### config.mk
export PLATFORM = sky130hd
export DESIGN_NAME = ctl_decode_top
export DESIGN_NICKNAME = d
export VERILOG_FILES = /design/src/rtl/ctl_dec_pkg.sv /design/src/rtl/opc_prefix_match.sv /design/src/rtl/op_class_enc.sv /design/src/rtl/main_ctl_dec.sv /design/src/rtl/alu_fn_dec.sv /design/src/rtl/ctl_decode_top.sv
export SDC_FILE = /design/constraint.sdc
export NUM_CORES = 1
export LEC_CHECK = 0
export BUFFER_PORTS_ARGS = -buffer_cell sky130_fd_sc_hd__buf_2
export CORE_AREA = 10 10 47 49
export DETAILED_ROUTE_END_ITERATION = 8
export DIE_AREA = 0 0 57 59
export GPL_ROUTABILITY_DRIVEN = 0
export GPL_TIMING_DRIVEN = 0
export PLACE_DENSITY = 0.74
export SYNTH_ARGS = -nofsm -noshare
export SYNTH_HDL_FRONTEND = slang
export SYNTH_SLANG_ARGS = --single-unit
### constraint.sdc
create_clock -name vclk -period 2
set_input_delay 0.1 -clock vclk [all_inputs]
set_output_delay 0.1 -clock vclk [all_outputs]
set_load 0.01 [all_outputs]
### src/rtl/ctl_dec_pkg.sv
package ctl_dec_pkg;

  localparam int INSTR_W = 32;
  localparam int OPC_W   = 11;
  localparam int OPC_MSB = INSTR_W - 1;
  localparam int OPC_LSB = INSTR_W - OPC_W;
  localparam int NUM_OPS = 11;
  localparam int CLS_W   = $clog2(NUM_OPS + 1);
  localparam int AOP_W   = 2;
  localparam int FN_W    = 4;
  localparam int FMT_W   = 3;

  // opcode bit positions inside the 11-bit opcode slice
  localparam int OPC_SUB_BIT = 9;  // word bit 30
  localparam int OPC_OR_BIT  = 8;  // word bit 29
  localparam int OPC_ART_BIT = 3;  // word bit 24

  typedef enum logic [AOP_W-1:0] {
    AOP_ADD   = 2'b00,
    AOP_PASSB = 2'b01,
    AOP_FUNCT = 2'b10,
    AOP_RSVD  = 2'b11
  } aluop_e;

  typedef enum logic [FN_W-1:0] {
    FN_AND   = 4'b0000,
    FN_OR    = 4'b0001,
    FN_ADD   = 4'b0010,
    FN_SUB   = 4'b0110,
    FN_PASSB = 4'b0111
  } alufn_e;

  typedef enum logic [FMT_W-1:0] {
    FMT_NONE = 3'd0,
    FMT_REG  = 3'd1,
    FMT_MEM  = 3'd2,
    FMT_IMM  = 3'd3,
    FMT_WIDE = 3'd4,
    FMT_CBR  = 3'd5,
    FMT_JMP  = 3'd6
  } fmt_e;

  // class index = table slot + 1; slot order matches op_pat/op_len
  typedef enum logic [CLS_W-1:0] {
    CLS_NONE = 4'd0,
    CLS_ADD  = 4'd1,
    CLS_SUB  = 4'd2,
    CLS_AND  = 4'd3,
    CLS_ORR  = 4'd4,
    CLS_LDUR = 4'd5,
    CLS_STUR = 4'd6,
    CLS_ADDI = 4'd7,
    CLS_SUBI = 4'd8,
    CLS_MOVZ = 4'd9,
    CLS_CBZ  = 4'd10,
    CLS_B    = 4'd11
  } cls_e;

  typedef struct packed {
    logic   reg2loc;
    logic   alu_src;
    logic   mem_to_reg;
    logic   reg_write;
    logic   mem_read;
    logic   mem_write;
    logic   branch;
    logic   uncond;
    aluop_e alu_op;
    fmt_e   fmt;
  } ctl_t;

  // left-aligned opcode prefix for each table slot
  function automatic logic [OPC_W-1:0] op_pat(input int k);
    case (k)
      0:       return 11'b10001011000;
      1:       return 11'b11001011000;
      2:       return 11'b10001010000;
      3:       return 11'b10101010000;
      4:       return 11'b11111000010;
      5:       return 11'b11111000000;
      6:       return 11'b10010001000;
      7:       return 11'b11010001000;
      8:       return 11'b11010010100;
      9:       return 11'b10110100000;
      default: return 11'b00010100000;
    endcase
  endfunction

  // number of significant prefix bits for each slot
  function automatic int op_len(input int k);
    case (k)
      0, 1, 2, 3, 4, 5: return 11;
      6, 7:             return 10;
      8:                return 9;
      9:                return 8;
      default:          return 6;
    endcase
  endfunction

  function automatic logic [OPC_W-1:0] len_mask(input int len);
    return ~({OPC_W{1'b1}} >> len);
  endfunction

  function automatic logic prefix_hit(input logic [OPC_W-1:0] opc, input int k);
    return ((opc ^ op_pat(k)) & len_mask(op_len(k))) == '0;
  endfunction

  // second-level ALU function selection
  function automatic alufn_e alu_fn_of(input aluop_e op, input logic [OPC_W-1:0] opc);
    alufn_e fn;
    case (op)
      AOP_PASSB: fn = FN_PASSB;
      AOP_FUNCT: begin
        if (opc[OPC_ART_BIT]) fn = opc[OPC_SUB_BIT] ? FN_SUB : FN_ADD;
        else                  fn = opc[OPC_OR_BIT]  ? FN_OR  : FN_AND;
      end
      default:   fn = FN_ADD;
    endcase
    return fn;
  endfunction

endpackage

### src/rtl/opc_prefix_match.sv
module opc_prefix_match
  import ctl_dec_pkg::*;
#(
  parameter int NUM = NUM_OPS
) (
  input  logic [OPC_W-1:0] opc,
  output logic [NUM-1:0]   hit
);

  for (genvar k = 0; k < NUM; k++) begin : g_slot
    assign hit[k] = prefix_hit(opc, k);
  end

endmodule

### src/rtl/op_class_enc.sv
module op_class_enc
  import ctl_dec_pkg::*;
#(
  parameter int NUM = NUM_OPS
) (
  input  logic [NUM-1:0] hit,
  output cls_e           cls
);

  always_comb begin
    cls = CLS_NONE;
    for (int k = NUM - 1; k >= 0; k--) begin
      if (hit[k]) cls = cls_e'(CLS_W'(k + 1));
    end
  end

endmodule

### src/rtl/main_ctl_dec.sv
module main_ctl_dec
  import ctl_dec_pkg::*;
(
  input  cls_e cls,
  output ctl_t ctl
);

  always_comb begin
    ctl        = '0;
    ctl.alu_op = AOP_ADD;
    ctl.fmt    = FMT_NONE;
    case (cls)
      CLS_ADD, CLS_SUB, CLS_AND, CLS_ORR: begin
        ctl.reg_write = 1'b1;
        ctl.alu_op    = AOP_FUNCT;
        ctl.fmt       = FMT_REG;
      end
      CLS_LDUR: begin
        ctl.alu_src    = 1'b1;
        ctl.mem_to_reg = 1'b1;
        ctl.reg_write  = 1'b1;
        ctl.mem_read   = 1'b1;
        ctl.fmt        = FMT_MEM;
      end
      CLS_STUR: begin
        ctl.reg2loc   = 1'b1;
        ctl.alu_src   = 1'b1;
        ctl.mem_write = 1'b1;
        ctl.fmt       = FMT_MEM;
      end
      CLS_ADDI, CLS_SUBI: begin
        ctl.alu_src   = 1'b1;
        ctl.reg_write = 1'b1;
        ctl.alu_op    = AOP_FUNCT;
        ctl.fmt       = FMT_IMM;
      end
      CLS_MOVZ: begin
        ctl.alu_src   = 1'b1;
        ctl.reg_write = 1'b1;
        ctl.alu_op    = AOP_PASSB;
        ctl.fmt       = FMT_WIDE;
      end
      CLS_CBZ: begin
        ctl.reg2loc = 1'b1;
        ctl.branch  = 1'b1;
        ctl.alu_op  = AOP_PASSB;
        ctl.fmt     = FMT_CBR;
      end
      CLS_B: begin
        ctl.uncond = 1'b1;
        ctl.fmt    = FMT_JMP;
      end
      default: ;
    endcase
  end

endmodule

### src/rtl/alu_fn_dec.sv
module alu_fn_dec
  import ctl_dec_pkg::*;
(
  input  aluop_e           alu_op,
  input  logic [OPC_W-1:0] opc,
  output alufn_e           fn
);

  assign fn = alu_fn_of(alu_op, opc);

endmodule

### src/rtl/ctl_decode_top.sv
module ctl_decode_top
  import ctl_dec_pkg::*;
(
  input  logic [31:0] instr,
  output logic        reg2loc,
  output logic        alu_src,
  output logic        mem_to_reg,
  output logic        reg_write,
  output logic        mem_read,
  output logic        mem_write,
  output logic        branch,
  output logic        uncond_branch,
  output logic [1:0]  alu_op,
  output logic [3:0]  alu_fn,
  output logic [2:0]  fmt
);

  logic [OPC_W-1:0]   opc;
  logic [NUM_OPS-1:0] op_hit;
  cls_e               op_cls;
  ctl_t               ctl;
  alufn_e             fn;
  logic               unused_operand_bits;

  assign opc                 = instr[OPC_MSB:OPC_LSB];
  assign unused_operand_bits = ^instr[OPC_LSB-1:0];

  opc_prefix_match #(.NUM(NUM_OPS)) i_match (
    .opc (opc),
    .hit (op_hit)
  );

  op_class_enc #(.NUM(NUM_OPS)) i_enc (
    .hit (op_hit),
    .cls (op_cls)
  );

  main_ctl_dec i_main (
    .cls (op_cls),
    .ctl (ctl)
  );

  alu_fn_dec i_alu (
    .alu_op (ctl.alu_op),
    .opc    (opc),
    .fn     (fn)
  );

  assign reg2loc       = ctl.reg2loc;
  assign alu_src       = ctl.alu_src;
  assign mem_to_reg    = ctl.mem_to_reg;
  assign reg_write     = ctl.reg_write;
  assign mem_read      = ctl.mem_read;
  assign mem_write     = ctl.mem_write;
  assign branch        = ctl.branch;
  assign uncond_branch = ctl.uncond;
  assign alu_op        = ctl.alu_op;
  assign alu_fn        = fn;
  assign fmt           = ctl.fmt;

endmodule

* Word level (Yosys, flattened, before mapping)
Index checks and enable logic that the tools add are counted.
Widths: inputs -> output; s select.
** Word-level totals
- Register bits :: 0
- Latch bits :: 0
- Memory bits (writable) :: 0
- ROM bits :: 0
- Input bits :: 32
- Output and inout port bits :: 17
- Word-level logic and storage cells :: 67
- Memories kept :: 0
** Cells by class
- $add $sub $neg :: 0
- Multiply operators :: 0
- Divide/modulo/power cells :: 0
- $lt $le $gt $ge :: 0
- Eq/ne operators :: 13
- Shift-type cells :: 0
- Mux-type cells :: 24
- Bitwise logic cells :: 11
- Reduce and logical (&&, ||, !) cells :: 19
** Operators by type and width (count)
- $logic_not 11->1 :: 11
- $mux 4 :: 12
- $pmux 3 s6 :: 1
- $eq 4x3->1 const B :: 4
- $eq 4x4->1 const B :: 4
- $not 4->4 :: 4
- $not 5->5 :: 3
- $eq 4x2->1 const B :: 2
- $mux 1 :: 8
- $pmux 4 s2 :: 1
- $reduce_or 2->1 :: 4
- $reduce_or 8->1 :: 1
- $not 3->3 :: 2
- $not 6->6 :: 1
- $reduce_or 6->1 :: 1
- $reduce_or 5->1 :: 1
- $eq 4x1->1 const B :: 1
- $pmux 2 s2 :: 1
- $reduce_or 4->1 :: 1
- $mux 3 :: 1
- $eq 2x1->1 const B :: 1
- $eq 2x2->1 const B :: 1
- $not 2->2 :: 1

* Depth between registers and ports, before layout
Gate-level depths: netlist (run 1).
- Word-level depth :: 18
- Gate-level depth with buffers :: 8
- Gate-level depth less buffers :: 7

* Modules after synthesis
Synthesis (run 1) repeated with hierarchy kept, for this count alone.
** Unflattened totals
- Cell total of the unflattened synthesis :: 95
- Area total of the unflattened synthesis :: 625.6 um^2
** Modules (own cells, without submodules)
- opc_prefix_match :: instances 1, cells an instance 29, area an instance 220.2 um^2, sequential area each 0.0 um^2
- main_ctl_dec :: instances 1, cells an instance 35, area an instance 206.4 um^2, sequential area each 0.0 um^2
- op_class_enc :: instances 1, cells an instance 18, area an instance 107.6 um^2, sequential area each 0.0 um^2
- alu_fn_dec :: instances 1, cells an instance 13, area an instance 91.3 um^2, sequential area each 0.0 um^2

* Least setup slack after synthesis (run 1)
Ideal clock, no wire load.
- Kind :: input -> output
- From :: input instr[29]
- To :: output alu_fn[1]
- Arrival :: 1.404 ns
- Data required time :: 1.900 ns
- Slack :: 0.496 ns
- Cell stages on the path :: 6
- Buffers on the path :: 0
- Path through :: nor4b_1 > nand4_1 > nand2_1 > inv_1 > ha_1 > a211o_2
** On the way
- Word-level cells in the longest chain between the ends :: 17
- Elaborated cells between the ends (all ways) :: 40
- Those cells by class :: eq/ne (10); mux (13); bitwise (4); reduce/logical (13)
** Ends and longest elaborated chain
- start: declaration :: line ctl_decode_top.sv:4 : input logic [31:0] instr,
- $logic_not 11->1 / $not 4->4 (equally long branches)
- $mux 4 / $logic_not 11->1 (equally long branches) :: line op_class_enc.sv:13, ctl_dec_pkg.sv:105
- $mux 4 (9 in series) :: line op_class_enc.sv:13 : if (hit[k]) cls = cls_e'(CLS_W'(k + 1));
- $mux 4 * :: line op_class_enc.sv:13
- $eq 4x1->1, or another cell as far along :: line main_ctl_dec.sv:12 : case (cls)
- $reduce_or 6->1 (no source line) / $reduce_or 2->1 (equally long branches)
- $pmux 2 s2 * :: line main_ctl_dec.sv:12
- $eq 2x2->1 / $eq 2x1->1 (equally long branches) :: line ctl_dec_pkg.sv:111 : case (op)
- $pmux 4 s2 * :: line ctl_dec_pkg.sv:111
- end: declaration :: line ctl_decode_top.sv:14 : output logic [3:0] alu_fn,
Every way passes the cells marked *; elsewhere a longest branch is shown, timed or not.

* Final worst setup path (run 1)
Ends and elaborated chain as after synthesis.

==> flow_metrics.py, run 1 <==
metrics = {
    "global_routing": {
        "grt_pass1_wl_um": 1966,
        "antenna_found_initial": 0,
        "grt_pass1_vias": 459,
        "grt_max_degree": 11,
        "grt_overflow": 0,
        "grt_usage_pct": 6.506,
    },
    "power": {
        "p_leak_uw": 0.0003286,
        "pwr_density_cell_mw_per_mm2": 92.51,
        "ir_drop_mv": 0.04372,
    },
    "critical_path": {
        "cp_max_fo": 8,
        "crit_arrival_ps": 1780,
        "start_kind": "input pin",
        "path_class": "input pin to output pin",
        "crit_slowest_cell": "nor4b_1",
        "slowest_delay_ps": 400,
        "required_ps": 1900,
        "crit_top_cell": "buf_2",
        "path_cells": "buf_2 -> nor4b_1 -> nand3_1 -> o21a_1 -> ha_1 -> a211o_2 -> buf_2",
        "endpoint_kind": "output pin",
    },
    "cts": {
        "hold_buffers": 0,
    },
    "synth": {
        "syn_avg_cell_area_um2": 6.949,
        "synth_nets": 90,
        "yosysTopAreaCell": "nand2_1",
        "ys_seq_area_share_pct": 0,
        "synth_area_um2": 389.1,
        "syn_inst": 56,
        "synthTopCellsByArea": "nand2_1 (9.6%), nor4b_1 (6.8%), and4bb_2 (6.4%)",
        "synth_top_area_share_pct": 9.646,
        "ys_types": 27,
        "ys_warn_count": 0,
    },
    "final_layout": {
        "seq_area_um2": 0,
        "final_nets": 119,
        "fillers": 162,
        "syn_to_final_growth_pct": 42.12,
        "n_antenna_cell": 0,
        "clockBufferCount": 0,
        "seq_cells": 0,
        "drive_above_1_share_pct": 51.81,
    },
    "drt": {
        "post_drt_wl_per_cell_um": 13.35,
        "drt-met1-wl_um": 635,
        "wl_met3_um": 69,
        "highest_layer": "met3",
        "drc": 0,
        "dr.pass1.iters": 4,
        "routed_wl_um": 1322,
        "postRouteAntennaNets": 0,
        "drtIter0Drc": 14,
        "wl_met2_um": 617,
        "num_vias": 495,
        "routed_via_density": 5.000,
    },
    "sta": {
        "min_period_ps": 1879,
        "finalHoldViolations": 0,
        "worst_slack_ps": 120.6,
        "setup_violations": 0,
        "rsz0062_at_grt": "false",
        "setup_tns_ps": 0,
        "finalCritPeriodShare_pct": 93.97,
        "final_max_slew_viol_count": 0,
        "fmax_ghz": 0.5321,
    },
    "place": {
        "dp_hpwl_um": 1110,
        "io_buffer_count": 26,
        "place_worst_setup_slack_ps": 84.36,
    },
    "worst_hold_path": {
        "hold_class": "input pin to output pin",
    },
    "die": {
        "fp.dieH_um": 59,
        "core_area_mm2": 0.001401,
        "ios": 49,
        "dieArea_mm2": 0.003363,
        "die_x_um": 57,
        "start_util_pct": 27.77,
        "std_cell_rows": 14,
    },
    "run_status": {
        "outcome": "completed",
    },
    "job": {
        "maxCapViolCount": 0,
    },
}
per-layer routing:
| layer | GRT usage [%] | up-vias |
|---|---|---|
| met3 | 1.288 | 0 |
| met2 | 11.94 | 16 |
| met4 | 0 | 0 |
| met5 | 0 | - |
| li1 | - | 261 |
| met1 | 8.009 | 218 |
cells in the mapped netlist:
master    number
buf_6          1
nand3_4        1
conb_1         1
nor2_1         4
a31oi_1        2
o41ai_1        1
a21o_2         2
nor4_1         1
o41a_1         1
ha_1           2
o21a_1         1
and4bb_2       2
nand3_1        1
nor3_1         3
nor4b_1        3
and2b_2        2
and2_2         1
nor4bb_1       1
inv_1          6
nor4b_2        1
nand4_1        3
a211o_2        1
buf_4          2
o21ai_0        1
a211oi_2       1
nand2_1       10
o31a_2         1
cell usage in the layout, fill, tap and decap left out, types with 2 or more instances in the layout:
cell / netlist / layout
a21o_2: 2 / 2
a31oi_1: 2 / 2
and2b_2: 2 / 2
and4bb_2: 2 / 2
buf_2: 0 / 26
buf_4: 2 / 3
ha_1: 2 / 2
inv_1: 6 / 6
nand2_1: 10 / 10
nand4_1: 3 / 3
nor2_1: 4 / 4
nor3_1: 3 / 3
nor4b_1: 3 / 3
power breakdown:
group,internal (uW),switching (uW)
Sequential,0,0
Clock,0,0
Combinational,23.1,28.0
Total,23.1,28.0
critical path, delay by kind of cell:
family / cells / cell delay, ps
AO/OA/AOI/OAI: 2 / 460
AND/OR/NAND/NOR: 2 / 620
buffers and inverters: 2 / 280
adder cells (fa/ha/maj): 1 / 320
repair_timing:
action | in CTS | in global routing
gates resized for setup | 0 | 1
buffers inserted | 0 | 1
setup endpoints to repair | 0 | 1
layout make-up:
type	count	area (um2)	area share, %
Timing Repair Buffer	27	137.6	24.89
Tap cell	16	20.02	3.620
Buffer	3	26.28	4.751
Multi-Input combinational cell	47	346.6	62.67
Inverter	6	22.52	4.072
cells by family (layout without fill, tap and decap cells):
group | after synthesis | in the layout | synth area share (%)
other | 1 | 1 | 0.9637
AO/OA/AOI/OAI | 11 | 11 | 24.44
adder cells (fa/ha/maj) | 2 | 2 | 6.430
AND/OR/NAND/NOR | 33 | 33 | 55.63
buffers and inverters | 9 | 36 | 12.54
metrics by stage:
stage / power [uW] / util [%] / cells / instance area (um2) / hold WS [ps]
after detailed placement: 50.12 / 38.48 / 98 / 539.3 / 512.7
after global routing: 55.75 / 39.46 / 99 / 553.0 / 548.3
after global placement: 49.06 / 38.48 / 98 / 539.3 / 512.7
after CTS: 50.22 / 38.48 / 98 / 539.3 / 513.7
after floorplan: 25.48 / - / 56 / 389.1 / 246.9
final: 51.16 / 39.46 / 99 / 553.0 / 514.0
final timing paths:
path                   from        end  slack (ps)  cells past startpoint
setup / recovery  instr[29]  alu_fn[1]         120                      7
hold / removal    instr[22]  mem_write         510                      3
No activity file was read; power rests on OpenSTA's default activity.
==> run 2, diff against run 1 <==
ABC_AREA = 1   (was unset)
PLACE_DENSITY = 0.8   (was 0.74)
==> run 2 against run 1 <==
  * Utilization increased by 4.7 points
  * Setup slack improved by 210 ps
  * Area after synthesis increased by 19%
  * Sequential share of layout area unchanged
  * Power increased by 7.8%
  * Fmax increased by 12%
  * Synthesized cell count increased by 93%
  * Via count increased by 45%
  * Count of clock-buffer cells in the layout unchanged
  * Non-clock buffer count decreased by 1
  * Critical path depth increased by 3
  * Worst hold slack improved by 88 ps
  * Largest cell class unchanged
==> flow_metrics.py, run 2 <==
metrics = {
    "run_status": {
        "outcome": "completed",
    },
    "die": {
        "core_area_mm2": 0.001401,
        "die_x_um": 57,
        "ios": 49,
        "start_util_pct": 33.12,
        "fp.dieH_um": 59,
        "dieArea_mm2": 0.003363,
        "std_cell_rows": 14,
    },
    "sta": {
        "hold-worst-slack_ps": 602.2,
        "finalHoldViolations": 0,
        "final_max_slew_viol_count": 0,
        "setup_tns_ps": 0,
        "worst_slack_ps": 326.2,
        "rsz0062_at_grt": "false",
        "min_period_ps": 1674,
        "fmax_ghz": 0.5974,
        "setup_violations": 0,
        "finalCritPeriodShare_pct": 83.69,
    },
    "synth": {
        "synth_top_area_share_pct": 26.68,
        "synth_common_cells": "nand2_1 (33), nor2_1 (25), inv_1 (22)",
        "ys_types": 14,
        "synth_nets": 142,
        "syn_avg_cell_area_um2": 4.298,
        "synthTopCellsByArea": "nand2_1 (27%), nor2_1 (20%), inv_1 (18%)",
        "ys_warn_count": 0,
        "synth_area_um2": 464.2,
        "ys_seq_area_share_pct": 0,
        "syn_inst": 108,
        "yosysTopAreaCell": "nand2_1",
        "synth.most_common_cell": "nand2_1",
    },
    "worst_hold_path": {
        "holdPathEnd": "alu_fn[2]",
        "hold_depth": 4,
        "hold_class": "input pin to output pin",
        "hp-start": "instr[30]",
    },
    "power": {
        "ir_drop_mv": 0.05960,
        "pwr_density_cell_mw_per_mm2": 89.08,
        "total_power_uw": 55.17,
        "p_leak_uw": 0.0005147,
    },
    "global_routing": {
        "grt_overflow": 0,
        "grt_max_degree": 8,
        "antenna_found_initial": 0,
        "grt_pass1_wl_um": 2697,
        "grt_usage_pct": 8.875,
        "grt_pass1_vias": 681,
    },
    "final_layout": {
        "layout_commonest_cell": "nand2_1",
        "clockBufferCount": 0,
        "syn_to_final_growth_pct": 33.42,
        "design_area_um2": 619.3,
        "drive_above_1_share_pct": 22.96,
        "seq_area_um2": 0,
        "layout_common_cells": "nand2_1 (33), buf_2 (27), nor2_1 (25)",
        "seq_cells": 0,
        "n_antenna_cell": 0,
        "final_nets": 171,
    },
    "place": {
        "dp_hpwl_um": 1354,
        "place_worst_setup_slack_ps": 355.2,
        "io_buffer_count": 27,
        "post_dp_cell_area_um2": 619.3,
    },
    "critical_path": {
        "cp_max_fo": 4,
        "required_ps": 1900,
        "path_class": "input pin to output pin",
        "endpoint_kind": "output pin",
        "start_kind": "input pin",
        "crit_arrival_ps": 1570,
    },
    "cts": {
        "hold_buffers": 0,
        "post_cts.repair.setup_buffers": 0,
        "cts_resized": 0,
    },
    "drt": {
        "drc": 0,
        "routed_via_density": 4.762,
        "dr.pass1.iters": 4,
        "num_vias": 719,
        "drtIter0Drc": 12,
        "postRouteAntennaNets": 0,
        "routed_wl_um": 1512,
        "post_drt_wl_per_cell_um": 10.01,
    },
    "job": {
        "maxCapViolCount": 0,
    },
}
-- run 2: cell types whose count changed in the layout (fill, tap and decap cells not counted), sizes merged, moves of 2 or more --
cell    previous run  this run
a21oi              0         2
nor2               4        25
and2b              2         0
and4bb             2         0
a21o               2         0
inv                6        22
a31oi              2         0
nand4              3         1
nand3              2        13
nand2             10        34
nor4b              4         0
-- run 2: where the power goes --
group | internal, uW | switching, uW | leakage, uW
sequential | 0 | 0 | 0
combinational | 19.8 | 35.3 | 0.000515
clock | 0 | 0 | 0
-- run 2: how the worst max path moves through the flow --
| stage | start | end | cells past startpoint |
|---|---|---|---|
| 6_report | instr[30] | alu_fn[2] | 10 |
| 5_1_grt | instr[30] | alu_fn[2] | 12 |
| 4_1_cts | instr[30] | alu_fn[2] | 10 |
| 3_5_place_dp | instr[30] | alu_fn[2] | 10 |
| 3_3_place_gp | instr[30] | alu_fn[2] | 10 |
| 2_1_floorplan | instr[30] | alu_fn[2] | 8 |
-- run 2: logic make-up (layout without fill, tap and decap cells) --
kind of cell	after synthesis	in the layout	synth area share (%)
fa+ha+maj	2	2	5.390
buf+inv	25	52	22.10
simple gates	75	75	65.77
compound gates	5	5	5.931
other cells	1	1	0.8078
-- run 2: cell type report --
| class | instances | area (um2) |
|---|---|---|
| Fill cell | 160 | 782.0 |
| Multi-Input combinational cell | 83 | 361.6 |
| Timing Repair Buffer | 27 | 135.1 |
| Inverter | 23 | 87.58 |
| Tap cell | 16 | 20.02 |
| Buffer | 2 | 15.01 |
-- run 2: metal layers --
| layer | vias to the layer above | share of wire (%) | global-route usage [%] |
|---|---|---|---|
| li1 | 378 | - | - |
| met1 | 308 | 40 | 9.069 |
| met2 | 29 | 53 | 18.29 |
| met3 | 4 | 5.4 | 1.288 |
| met4 | 0 | 1.3 | 1.678 |
| met5 | - | 0 | 0 |
-- run 2: worst max-delay path, stage by stage --
cell and delay (ps):
buf_2 110, inv_1 80, nand2_1 110, nor2_1 220, o21ai_0 130, nand2_1 80
nor2_1 40, ha_1 300, a211oi_1 230, buf_2 170
-- run 2: stage by stage --
step | util [%] | cells
floorplan | - | 108
global placement | 44.20 | 151
detailed placement | 44.20 | 151
CTS | 44.20 | 151
global route | 44.20 | 151
finish | 44.20 | 151
==> run 3, diff against run 2 <==
clock period = 1.55 ns   (was 2 ns; I/O delays follow)
==> run 3 against run 2 <==
  * Critical path depth is 2 higher
  * Utilization grew 11 points
  * Via count up 7.5%
  * Cell count is 2.6% higher
  * Flip-flop and latch count stayed put
  * Critical path type unchanged
  * Sequential share of layout area stayed put
  * Non-clock buffer count is 4 higher
  * Combinational power rose by 92%
==> flow_metrics.py, run 3 (synthesis results as in run 2) <==
metrics = {
    "job": {
        "maxCapViolCount": 0,
    },
    "power": {
        "power_frac_seq_pct": 0,
        "p_leak_uw": 0.0005383,
        "p_clk_share_pct": 0,
        "p_sw_share_pct": 65.75,
        "ir_drop_mv": 0.09917,
        "p_switching_uw": 69.64,
        "pwr_density_cell_mw_per_mm2": 137.4,
        "combinationalPowerShare_pct": 100.0,
        "cellInternalPower_uw": 36.27,
    },
    "critical_path": {
        "crit_start": "instr[23]",
        "endpoint_kind": "output pin",
        "path_cells": "buf_2 -> inv_2 -> nand2_2 -> nor2_4 -> nand3_2 -> nand2_2 -> inv_1 -> nand2_1 -> ha_2 -> a21oi_2 -> a211oi_2 -> buf_2",
        "path_class": "input pin to output pin",
        "critical_path_cell_count": 12,
        "cp_max_fo": 4,
        "slowest_delay_ps": 180,
        "crit_buf_inv": 4,
        "crit_slowest_cell": "ha_2",
        "crit_family": "simple AND/OR/NAND/NOR gates",
        "start_kind": "input pin",
        "crit_arrival_ps": 1450,
        "required_ps": 1470,
        "critPathCapture": "alu_fn[2]",
    },
    "drt": {
        "post_drt_wl_per_cell_um": 12.59,
        "dr.pass1.iters": 4,
        "num_vias": 773,
        "routed_via_density": 4.987,
        "drtIter0Drc": 16,
        "routed_wl_um": 1952,
        "drc": 0,
        "postRouteAntennaNets": 0,
    },
    "run_status": {
        "outcome": "completed",
    },
    "sta": {
        "finalHoldViolations": 0,
        "finalCritPeriodShare_pct": 98.57,
        "min_period_ps": 1528,
        "fmax_ghz": 0.6545,
        "setup_tns_ps": 0,
        "final_max_slew_viol_count": 0,
        "setup_violations": 0,
    },
    "die": {
        "dieArea_mm2": 0.003363,
        "start_util_pct": 33.12,
        "ios": 49,
        "die_x_um": 57,
        "std_cell_rows": 14,
        "core_area_mm2": 0.001401,
        "fp.dieH_um": 59,
    },
    "global_routing": {
        "grt_overflow": 0,
        "grt_pass1_vias": 690,
        "antenna_found_initial": 0,
        "grt_pass1_wl_um": 2697,
        "grt_usage_pct": 8.919,
        "grt_max_degree": 8,
    },
    "place": {
        "dp_hpwl_um": 1354,
        "dp_cells": 151,
        "io_buffer_count": 27,
    },
    "final_layout": {
        "seq_area_um2": 0,
        "syn_to_final_growth_pct": 66.04,
        "layout_common_cells": "nand2_1 (25), buf_2 (25), nor2_1 (16)",
        "clockBufferCount": 0,
        "stdcell_count": 155,
        "final_nets": 175,
        "n_antenna_cell": 0,
        "drive_above_1_share_pct": 48.20,
        "seq_cells": 0,
    },
    "worst_hold_path": {
        "hold_class": "input pin to output pin",
    },
    "cts": {
        "hold_buffers": 0,
    },
}
[run 3: changes by cell type in the layout (fill, tap and decap cells not counted), moves of 2 or more]
| cell | change |
|---|---|
| buf_2 | -2 |
| nand3_2 | +4 |
| inv_2 | +6 |
| inv_1 | -7 |
| nor2_1 | -9 |
| nor2_4 | +6 |
| nand2_2 | +7 |
| buf_4 | +5 |
| nand2_1 | -8 |
| nand3_1 | -4 |
| nor2_2 | +3 |
[run 3: layer usage]
| metal | wire length (um) | track usage [%] |
|---|---|---|
| met1 | 728 | 8.834 |
| met2 | 1085 | 18.29 |
| met3 | 97 | 1.502 |
| met4 | 41 | 2.349 |
| met5 | 0 | 0 |
[run 3: worst min-delay path by stage]
stage	from	endpoint	slack [ps]	cells after the start
6_report	instr[30]	alu_fn[2]	560	4
5_1_grt	instr[30]	alu_fn[2]	590	4
4_1_cts	instr[24]	alu_fn[1]	560	4
3_5_place_dp	instr[30]	alu_fn[2]	550	4
3_3_place_gp	instr[30]	alu_fn[2]	550	4
2_1_floorplan	instr[24]	alu_fn[1]	300	2
[run 3: power groups by stage]
stage | combinational, uW | sequential, uW | clock (uW)
2_1_floorplan | 38.8 | 0 | 0
3_3_place_gp | 68.3 | 0 | 0
3_5_place_dp | 69.9 | 0 | 0
4_1_cts | 72.7 | 0 | 0
5_1_grt | 116 | 0 | 0
6_report | 106 | 0 | 0
[run 3: through the flow]
stage	hold WS, ps	area (um2)	total power, uW	util [%]	worst slack (ps)
floorplan	299.1	464.2	38.85	-	227.8
global placement	547.9	619.3	68.30	44.20	4.133
detailed placement	552.9	619.3	69.93	44.20	-49.80
CTS	562.1	640.6	72.68	45.71	6.294
global route	590.1	770.7	116.5	55.00	-78.69
finish	555.9	770.7	105.9	55.00	22.23
[run 3: layout make-up]
class / count / area, um2
plain buffers: 2 / 15.01
fillers: 132 / 630.6
inverters: 23 / 90.09
multi-input cells: 83 / 475.5
well taps: 16 / 20.02
repair buffers: 31 / 170.2
[run 3: repair_timing]
| item | 4_1_cts | 5_1_grt |
|---|---|---|
| gates cloned | 0 | 0 |
| setup endpoints to repair | 1 | 3 |
| gates resized for setup | 5 | 38 |
| endpoints found under the hold margin | 0 | 0 |
| buffers inserted | 1 | 3 |
| pin swaps | 2 | 9 |
